<file path="src/rtl/eye_pkg.sv">
package eye_pkg;

    typedef enum logic [1:0] {
        ST_IDLE = 2'd0,
        ST_FWD  = 2'd1,
        ST_REV  = 2'd2,
        ST_DONE = 2'd3
    } eye_state_t;

endpackage

</file>
<file path="src/rtl/eye_flag_store.sv">
module eye_flag_store #(
    parameter int NUM_TAPS = 32,
    parameter int TAP_W    = 5,
    parameter int METRIC_W = 16
) (
    input  logic                clk,
    input  logic                rst_n,
    input  logic                wr_en,
    input  logic [TAP_W-1:0]    wr_tap,
    input  logic [METRIC_W-1:0] wr_metric,
    input  logic [TAP_W-1:0]    rd_tap,
    output logic                rd_bad
);

    logic [NUM_TAPS-1:0] bad_q;

    // One flag per tap; a nonzero metric marks the tap failing.
    generate
        for (genvar g = 0; g < NUM_TAPS; g++) begin : g_flag
            always_ff @(posedge clk) begin
                if (!rst_n) begin
                    bad_q[g] <= 1'b0;
                end else if (wr_en && (wr_tap == TAP_W'(g))) begin
                    bad_q[g] <= |wr_metric;
                end
            end
        end
    endgenerate

    assign rd_bad = bad_q[rd_tap];

endmodule

</file>
<file path="src/rtl/eye_fwd_store.sv">
module eye_fwd_store #(
    parameter int NUM_TAPS = 32,
    parameter int TAP_W    = 5,
    parameter int DIST_W   = 6
) (
    input  logic              clk,
    input  logic              rst_n,
    input  logic              wr_en,
    input  logic [TAP_W-1:0]  addr,
    input  logic [DIST_W-1:0] wr_dist,
    output logic [DIST_W-1:0] rd_dist
);

    logic [DIST_W-1:0] dist_q [NUM_TAPS];

    always_ff @(posedge clk) begin
        if (!rst_n) begin
            for (int i = 0; i < NUM_TAPS; i++) begin
                dist_q[i] <= '0;
            end
        end else if (wr_en) begin
            dist_q[addr] <= wr_dist;
        end
    end

    assign rd_dist = dist_q[addr];

endmodule

</file>
<file path="src/rtl/eye_run_scan.sv">
module eye_run_scan #(
    parameter int DIST_W = 6
) (
    input  logic              clk,
    input  logic              rst_n,
    input  logic              clear,
    input  logic              step,
    input  logic              cur_bad,
    output logic [DIST_W-1:0] run_next
);

    logic [DIST_W-1:0] run_q;

    // Length of the passing run that ends at the current tap.
    assign run_next = cur_bad ? '0 : run_q + DIST_W'(1);

    always_ff @(posedge clk) begin
        if (!rst_n) begin
            run_q <= '0;
        end else if (clear) begin
            run_q <= '0;
        end else if (step) begin
            run_q <= run_next;
        end
    end

endmodule

</file>
<file path="src/rtl/eye_best_pick.sv">
module eye_best_pick #(
    parameter int TAP_W  = 5,
    parameter int DIST_W = 6
) (
    input  logic              clk,
    input  logic              rst_n,
    input  logic              clear,
    input  logic              step,
    input  logic [TAP_W-1:0]  cur_tap,
    input  logic [DIST_W-1:0] fwd_dist,
    input  logic [DIST_W-1:0] rev_dist,
    output logic [TAP_W-1:0]  best_tap_nxt,
    output logic [DIST_W-1:0] best_dist_nxt
);

    logic [TAP_W-1:0]  best_tap_q;
    logic [DIST_W-1:0] best_dist_q;
    logic [DIST_W-1:0] fin_dist;
    logic              take;

    assign fin_dist = (fwd_dist < rev_dist) ? fwd_dist : rev_dist;
    // Taps arrive in descending order, so ">=" lets a lower tap win a tie.
    assign take     = step && (fin_dist >= best_dist_q);

    always_comb begin
        best_tap_nxt  = best_tap_q;
        best_dist_nxt = best_dist_q;
        if (take) begin
            best_tap_nxt  = cur_tap;
            best_dist_nxt = fin_dist;
        end
    end

    always_ff @(posedge clk) begin
        if (!rst_n || clear) begin
            best_tap_q  <= '0;
            best_dist_q <= '0;
        end else begin
            best_tap_q  <= best_tap_nxt;
            best_dist_q <= best_dist_nxt;
        end
    end

endmodule

</file>
<file path="src/rtl/eye_centre_finder.sv">
module eye_centre_finder #(
    parameter int NUM_TAPS = 32,
    parameter int METRIC_W = 16,
    parameter int TAP_W    = $clog2(NUM_TAPS),
    parameter int DIST_W   = TAP_W + 1
) (
    input  logic                clk,
    input  logic                rst_n,
    input  logic                err_valid,
    input  logic [TAP_W-1:0]    err_tap,
    input  logic [METRIC_W-1:0] err_metric,
    input  logic                start,
    output logic                busy,
    output logic                done,
    output logic [TAP_W-1:0]    tap_sel,
    output logic                fail
);
    import eye_pkg::*;

    localparam logic [TAP_W-1:0] LAST_TAP = TAP_W'(NUM_TAPS - 1);

    eye_state_t        state_q, state_d;
    logic [TAP_W-1:0]  idx_q;
    logic [TAP_W-1:0]  tap_q;
    logic              fail_q;
    logic              in_idle, go, cur_bad;
    logic              run_clear, run_step, fwd_wr;
    logic [DIST_W-1:0] run_next, fwd_rd;
    logic [TAP_W-1:0]  best_tap_nxt;
    logic [DIST_W-1:0] best_dist_nxt;

    assign in_idle   = (state_q == ST_IDLE);
    assign go        = start && in_idle;
    assign run_clear = go || ((state_q == ST_FWD) && (idx_q == LAST_TAP));
    assign run_step  = (state_q == ST_FWD) || (state_q == ST_REV);
    assign fwd_wr    = (state_q == ST_FWD);

    eye_flag_store #(.NUM_TAPS(NUM_TAPS), .TAP_W(TAP_W), .METRIC_W(METRIC_W)) u_flags (
        .clk(clk), .rst_n(rst_n),
        .wr_en(err_valid && in_idle), .wr_tap(err_tap), .wr_metric(err_metric),
        .rd_tap(idx_q), .rd_bad(cur_bad)
    );

    eye_run_scan #(.DIST_W(DIST_W)) u_run (
        .clk(clk), .rst_n(rst_n), .clear(run_clear), .step(run_step),
        .cur_bad(cur_bad), .run_next(run_next)
    );

    eye_fwd_store #(.NUM_TAPS(NUM_TAPS), .TAP_W(TAP_W), .DIST_W(DIST_W)) u_fwd (
        .clk(clk), .rst_n(rst_n), .wr_en(fwd_wr), .addr(idx_q),
        .wr_dist(run_next), .rd_dist(fwd_rd)
    );

    eye_best_pick #(.TAP_W(TAP_W), .DIST_W(DIST_W)) u_pick (
        .clk(clk), .rst_n(rst_n), .clear(go), .step(state_q == ST_REV),
        .cur_tap(idx_q), .fwd_dist(fwd_rd), .rev_dist(run_next),
        .best_tap_nxt(best_tap_nxt), .best_dist_nxt(best_dist_nxt)
    );

    // Next-state logic
    always_comb begin
        state_d = state_q;
        unique case (state_q)
            ST_IDLE: if (go) state_d = ST_FWD;
            ST_FWD:  if (idx_q == LAST_TAP) state_d = ST_REV;
            ST_REV:  if (idx_q == '0) state_d = ST_DONE;
            ST_DONE: state_d = ST_IDLE;
        endcase
    end

    // State register, tap index and result registers
    always_ff @(posedge clk) begin
        if (!rst_n) begin
            state_q <= ST_IDLE;
            idx_q   <= '0;
            tap_q   <= '0;
            fail_q  <= 1'b0;
        end else begin
            state_q <= state_d;
            unique case (state_q)
                ST_IDLE: begin
                    if (go) begin
                        idx_q  <= '0;
                        fail_q <= 1'b0;
                    end
                end
                ST_FWD: begin
                    if (idx_q != LAST_TAP) idx_q <= idx_q + TAP_W'(1);
                end
                ST_REV: begin
                    if (idx_q == '0) begin
                        tap_q  <= best_tap_nxt;
                        fail_q <= (best_dist_nxt == '0);
                    end else begin
                        idx_q <= idx_q - TAP_W'(1);
                    end
                end
                ST_DONE: idx_q <= '0;
            endcase
        end
    end

    // Outputs
    always_comb begin
        busy    = !in_idle;
        done    = (state_q == ST_DONE);
        tap_sel = tap_q;
        fail    = fail_q;
    end

endmodule

</file>
<file path="config.mk">
export PLATFORM = sky130hd
export DESIGN_NAME = eye_centre_finder
export DESIGN_NICKNAME = d
export VERILOG_FILES = /design/src/rtl/eye_pkg.sv /design/src/rtl/eye_flag_store.sv /design/src/rtl/eye_fwd_store.sv /design/src/rtl/eye_run_scan.sv /design/src/rtl/eye_best_pick.sv /design/src/rtl/eye_centre_finder.sv
export SDC_FILE = /design/constraint.sdc
export NUM_CORES = 1
export LEC_CHECK = 0
export ABC_AREA = 1
export BUFFER_PORTS_ARGS = -buffer_cell sky130_fd_sc_hd__buf_4
export CORE_MARGIN = 2
export CORE_UTILIZATION = 63
export CTS_CLUSTER_DIAMETER = 30
export DETAILED_ROUTE_END_ITERATION = 7
export PLACE_DENSITY = 0.91
export SYNTH_ARGS = -nofsm -noshare
export SYNTH_HDL_FRONTEND = slang
export SYNTH_SLANG_ARGS = --single-unit
</file>
<file path="constraint.sdc">
create_clock -name clk -period 6.9 [get_ports clk]
set_input_delay 1.035 -clock clk [delete_from_list [all_inputs] [get_ports clk]]
set_output_delay 1.035 -clock clk [all_outputs]
set_load 0.03 [all_outputs]
</file>
### After elaboration in Yosys (flattened, before gate mapping)

Memories as Yosys holds them, arrays and structs flattened. A register that Yosys moved wholly into a read port is not among the register bits.
Cells that the tools add are included.

| storage, ports and cells | value |
|---|---|
| register bits | 62 |
| memory bits (writable) | 192 |
| bits of input ports | 25 |
| output and inout port bits | 8 |
| memories kept | 1 |

| operators by class | value |
|---|---|
| $add $sub $neg | 3 |
| magnitude comparators | 3 |
| equal/unequal tests | 41 |
| multiplexer cells | 26 |
| bitwise logic cells | 1 |
| reductions and logical operators | 53 |

Memories:

| name | words | bits a word | rd ports | clocked after Yosys merged registers in | wr ports | line | source |
|---|---|---|---|---|---|---|---|
| u_fwd.dist_q | 32 | 6 | 1 | 1 | 32 | eye_fwd_store.sv:14 | `logic [DIST_W-1:0] dist_q [NUM_TAPS];` |

Operators by type and width:

| operator | number |
|---|---|
| $eq A5 B5 Y1 const B | 17 |
| $eq A5 B4 Y1 const B | 8 |
| $logic_and A1 B1 Y1 | 36 |
| $mux W5 | 7 |
| $mux W6 | 4 |
| $eq A5 B3 Y1 const B | 4 |
| $pmux W5 S4 | 1 |
| $reduce_or A16 Y1 | 1 |
| $eq A5 B2 Y1 const B | 2 |
| $logic_not A5 Y1 | 2 |
| $reduce_and A3 Y1 | 3 |
| $mux W1 | 8 |
| $pmux W2 S4 | 1 |
| $add A6 B1 Y6 const B | 1 |
| $ge A6 B6 Y1 | 1 |
| $logic_not A6 Y1 | 1 |
| $lt A5 B6 Y1 const B | 1 |
| $lt A6 B6 Y1 | 1 |
| $mux W2 | 3 |
| $ne A2 B1 Y1 const B | 3 |
| $reduce_or A6 Y1 | 1 |
| $add A5 B1 Y5 const B | 1 |
| $bmux W1 S5 | 1 |
| $eq A5 B1 Y1 const B | 1 |
| other kinds (13) | 18 |

### Depth between registers and ports, before layout

| logic depth | value |
|---|---|
| depth in word-level cells | 11 |
| mapped depth | 37 |
| depth with buffers taken out | 35 |

### Modules after synthesis

From an unflattened synthesis, not the netlist that was laid out.

| second synthesis, totals | value |
|---|---|
| cell total of the unflattened synthesis | 1664 |
| area, all modules | 13126.3 µm² |

Modules (own cells, without submodules):

| module | times used | cells each | area an instance (µm²) |
|---|---|---|---|
| eye_fwd_store | 1 | 1051 | 9187.6 |
| eye_flag_store | 1 | 279 | 1720.4 |
| eye_best_pick | 1 | 158 | 1002.2 |
| eye_centre_finder | 1 | 125 | 874.6 |
| eye_run_scan | 1 | 51 | 341.6 |

### Worst setup path after synthesis

No wires, ideal clock.

| path | value |
|---|---|
| kind | register to register |
| start point | reg idx_q[2] |
| end point | reg tap_q[0], in the netlist tap_sel[0] |
| setup time | 0.110 ns |
| arrival | 4.767 ns |
| setup slack | 2.023 ns |
| cell stages (with the launch flop) | 32 |
| cell sequence | dfxtp_1 -> inv_1 -> nor3_1 -> nand2_1 -> nand2_1 -> nor2_1 -> nand2_2 -> inv_1 -> nand3_1 -> clkbuf_1 -> ha_1 -> a21oi_1 -> nor2_1 -> a211oi_1 -> nand2_4 -> o21ai_1 -> inv_1 -> ha_1 -> inv_1 -> a21boi_0 -> o21ai_0 -> a21boi_0 -> o21a_1 -> o21ai_0 -> nand2_1 -> nand2_1 -> inv_1 -> clkbuf_1 -> o21ai_0 -> o21ai_0 -> nand2_1 -> inv_1 |

| on the way | value |
|---|---|
| longest elaborated chain between the ends | 8 |
| elaborated cells between the ends (all ways) | 10 |
| classes of those cells | order compare: 2; mux: 5; reduce/logical: 3 |

RTL lines:

| item | line | source |
|---|---|---|
| start: declaration | eye_centre_finder.sv:23 | `logic [TAP_W-1:0] idx_q;` |
| start signal: assignment | eye_centre_finder.sv:88 | `if (idx_q != LAST_TAP) idx_q <= idx_q + TAP_W'(1);` |
| start signal: assignment | eye_centre_finder.sv:95 | `idx_q <= idx_q - TAP_W'(1);` |
| $bmux W1 S5 | eye_flag_store.sv:30 | `assign rd_bad = bad_q[rd_tap];` |
| $mux W1 (implied by the code) | eye_flag_store.sv:30 |  |
| $mux W6 | eye_run_scan.sv:15 | `assign run_next = cur_bad ? '0 : run_q + DIST_W'(1);` |
| $lt A6 B6 Y1 | eye_best_pick.sv:21 | `assign fin_dist = (fwd_dist < rev_dist) ? fwd_dist : rev_dist;` |
| $mux W6 | eye_best_pick.sv:21 |  |
| $ge A6 B6 Y1 | eye_best_pick.sv:23 | `assign take = step && (fin_dist >= best_dist_q);` |
| $logic_and A1 B1 Y1 | eye_best_pick.sv:23 |  |
| $mux W5 | eye_best_pick.sv:28 | `if (take) begin` |
| end signal: assignment | eye_centre_finder.sv:92 | `tap_q <= best_tap_nxt;` |
| end: declaration | eye_centre_finder.sv:24 | `logic [TAP_W-1:0] tap_q;` |

Several ways; a longest one is shown, not always the timed one. The select of a mux whose other input is x is not followed.
A chain may end at the register's enable or synchronous reset.

==> reports/qor.csv <==
stage,metric,value,unit
floorplanning,Die Width,144,um
job,Max Cap Violations,0,
yosys,Post-Syn Instances,1417,
timing,Slew HR,15.5,%
clock_tree,TritonCTS clock tree,yes,
clock_tree,Clock Root Buffer,clkbuf_16,
status,outcome,"finished, final reports clean",
setup_path,critical path arrival,6.96,ns
yosys,Synth Flop Type,edfxtp_1,
setup_path,Worst setup EP type,flop,
setup_path,slowest cell delay on critical path,0.84,ns
setup_path,"Slowest-stage cell, CP",inv_2,
yosys,sequential-to-total area share from yosys stat,58.0,%
floorplanning,initial core utilization,63.6,%
global_route,grt total ovfl,0,
timing,RSZ-0062 raised after global routing,false,
timing,post-route minimum period,6.52,ns
yosys,count of different cell masters after synthesis,37,
final_layout,antenna cell count,0,
placed_design,HPWL after DPL,19.2,mm
clock_tree,H-Tree Level Count,2,
floorplanning,die area,0.0206,mm2
routing,via count,10600,
yosys,number of synthesized flops with an enable pin,192,
global_route,initial antenna violation count,0,
yosys,Avg Inst Size Synth,8.65,um2
yosys,synth warn,0,
timing,Slew @ Worst Pin,1.27,ns
clock_tree,Worst-Skew Late Latency,0.52,ns
yosys,Async SR Flop Fraction,0,%
setup_path,Worst setup SP type,flop,
global_route,largest net degree at the start of global routing,98,
clock_tree,Clock Path Buffers,3,
setup_path,WP data required,7.34,ns
setup_path,crit path max fanout,72,
min_path,worst min path class,reg2reg,
clock_tree,Setup Buffers After CTS,0,
placed_design,Final GP Congestion,0.935,
power_and_ir_drop,leakage,5.57,nW
timing,Final period util,94.5,%
clock_tree,CTS buffer count,40,
power_and_ir_drop,Worst VDD drop,0.436,mV
floorplanning,DIE HEIGHT,144,um
yosys,Synth Net Count,1463,
timing,Setup Skew,0.0130,ns
setup_path,Crit path top cell by count,nand2_1,
setup_path,Crit Path Category,reg2reg,
routing,DR vias/cell,6.17,
floorplanning,Core ar.,0.0193,mm2
yosys,"FF+latch count, synth",259,
final_layout,fin nets,1467,
routing,Pre-antenna DRT Iters,7,
routing,DRC viols,0,
timing,Final setup viols,0,
final_layout,layout cells sized above 1,9.03,%
floorplanning,I/O Pins,33,
floorplanning,Core Rows,51,
timing,setup TNS,0,ns
clock_tree,cts hold-fix bufs,0,
global_route,vias in the first global route,10400,
timing,final hold viol count,0,
routing,DRT iter0 DRCs,1705,
power_and_ir_drop,Power Dens Cells,431,mW/mm2
final_layout,Area Growth Syn to Fin,14.3,%
clock_tree,CTS Sinks,259,
timing,setup ws final,0.381,ns
routing,DR WL/cell,19.2,um
placed_design,I/O Buffers,32,
routing,Detail Route Antenna Nets,0,
routing,Total Wirelength,32.9,mm
timing,Fmax,153,MHz
global_route,Total GRT Usage,32.7,%
placed_design,pre-CTS setup slack,0.878,ns
timing,Max Transition Viols Final,0,
clock_tree,clk slew on worst S/H paths,0.06,ns
yosys,"Cell Area, Synth",0.0123,mm2
global_route,first-pass GRT wire length,52.1,mm
-- area by class of cell --
| type | count | area, um2 |
|---|---|---|
| Timing Repair Buffer | 44 | 330 |
| Fill cell | 1300 | 5260 |
| Clock inverter | 29 | 348 |
| Clock buffer | 43 | 1050 |
| Sequential cell | 259 | 7110 |
| Multi-Input combinational cell | 999 | 4550 |
| Tap cell | 265 | 332 |
| Inverter | 77 | 289 |
-- stage by stage --
stage / cell area (um2) / util [%] / total power [mW] / hold WS (ns) / instances
after floorplan: 12300 / - / 3.28 / 0.467 / 1417
after global routing: 14000 / 72.7 / 6.31 / 0.533 / 1716
after detailed placement: 12600 / 65.4 / 3.84 / 0.494 / 1644
after global placement: 12600 / 65.4 / 3.75 / 0.479 / 1644
after CTS: 14000 / 72.7 / 5.96 / 0.526 / 1716
final: 14000 / 72.7 / 6.04 / 0.529 / 1716
-- worst max-delay path, delay by kind of cell, from the launching register on --
| family | cells | cell delay [ns] |
|---|---|---|
| AO/OA/AOI/OAI | 12 | 2.39 |
| flip-flops | 1 | 0.32 |
| adder cells (fa/ha/maj) | 2 | 0.53 |
| buffers and inverters | 5 | 1.75 |
| AND/OR/NAND/NOR | 12 | 1.42 |
-- per-layer routing --
metal | wire [um] | global-route usage, % | vias up
met5 | 0 | 0 | -
met4 | 1670 | 17.0 | 0
met3 | 3850 | 6.26 | 159
met2 | 16000 | 54.5 | 828
met1 | 11400 | 40.7 | 4817
li1 | - | - | 4781
-- cells by family after synthesis --
kind of cell / share of synthesized area (%)
DFF: 58.0
AOI/OAI and AO/OA: 11.0
xor gates and xnor gates: 0.286
and+or+nand+nor: 23.5
buffers and inverters: 5.06
adders and majority gates: 2.20
-- placed cells by master, fill, tap and decap left out, types with 3 or more instances in the layout --
cell type	netlist	final
nor2_1	337	336
nand2_1	304	304
edfxtp_1	192	192
o21ai_0	136	136
inv_1	73	72
dfxtp_1	67	65
nand3_1	61	61
a21oi_1	54	54
buf_4	2	44
clkbuf_16	0	41
o22ai_1	20	20
ha_1	20	20
o221ai_1	18	18
nor3_1	15	12
inv_6	0	9
clkinv_2	0	6
a211oi_1	5	5
bufinv_16	0	5
inv_8	0	5
xor2_1	4	4
nor4_1	4	4
inv_2	3	3
nor3_2	0	3
-- cell usage after synthesis, types with 3 or more instances --
cell      number  area share (%)
inv_1         73             2.2
inv_2          3           0.092
nand3_1       61             2.5
nor4_1         4            0.20
ha_1          20             2.0
o221ai_1      18             1.3
a21oi_1       54             2.2
o22ai_1       20             1.0
buf_2         12            0.49
nand2_1      304             9.3
xor2_1         4            0.29
o21ai_0      136             5.6
edfxtp_1     192              47
clkbuf_1      60             1.8
buf_1          7            0.21
nor3_1        15            0.61
nor2_1       337              10
dfxtp_1       67              11
a211oi_1       5            0.31
-- power breakdown --
group | total [mW] | internal (mW) | switching, mW
logic | 2.05 | 0.584 | 1.47
clock network | 2.09 | 1.32 | 0.770
registers | 1.90 | 1.80 | 0.101
-- state kept, by name, indices dropped and copies added (netlist names), named ones only --
signal / cells
u_flags.bad_q: 32
u_run.run_q: 6
u_pick.best_dist_q: 6
fail: 1
idx_q: 5
tap_sel: 5
u_pick.best_tap_q: 5
u_fwd.dist_q: 192
state_q: 2
-- final timing paths --
check             from  endpoint  slack [ns]  cells after the start
setup / recovery  flop      fail        0.38                     31
hold / removal    fail      fail        0.53                      2
setup reg to reg  flop      fail        0.38                     31
hold reg to reg   fail      fail        0.53                      2
-- what timing repair did --
| item | CTS | global route |
|---|---|---|
| endpoints found under the setup margin | 0 | 1 |
| endpoints found under the hold margin | 0 | 0 |
| gates resized for setup | 0 | 1 |
Power figures use the tool's default switching activity.
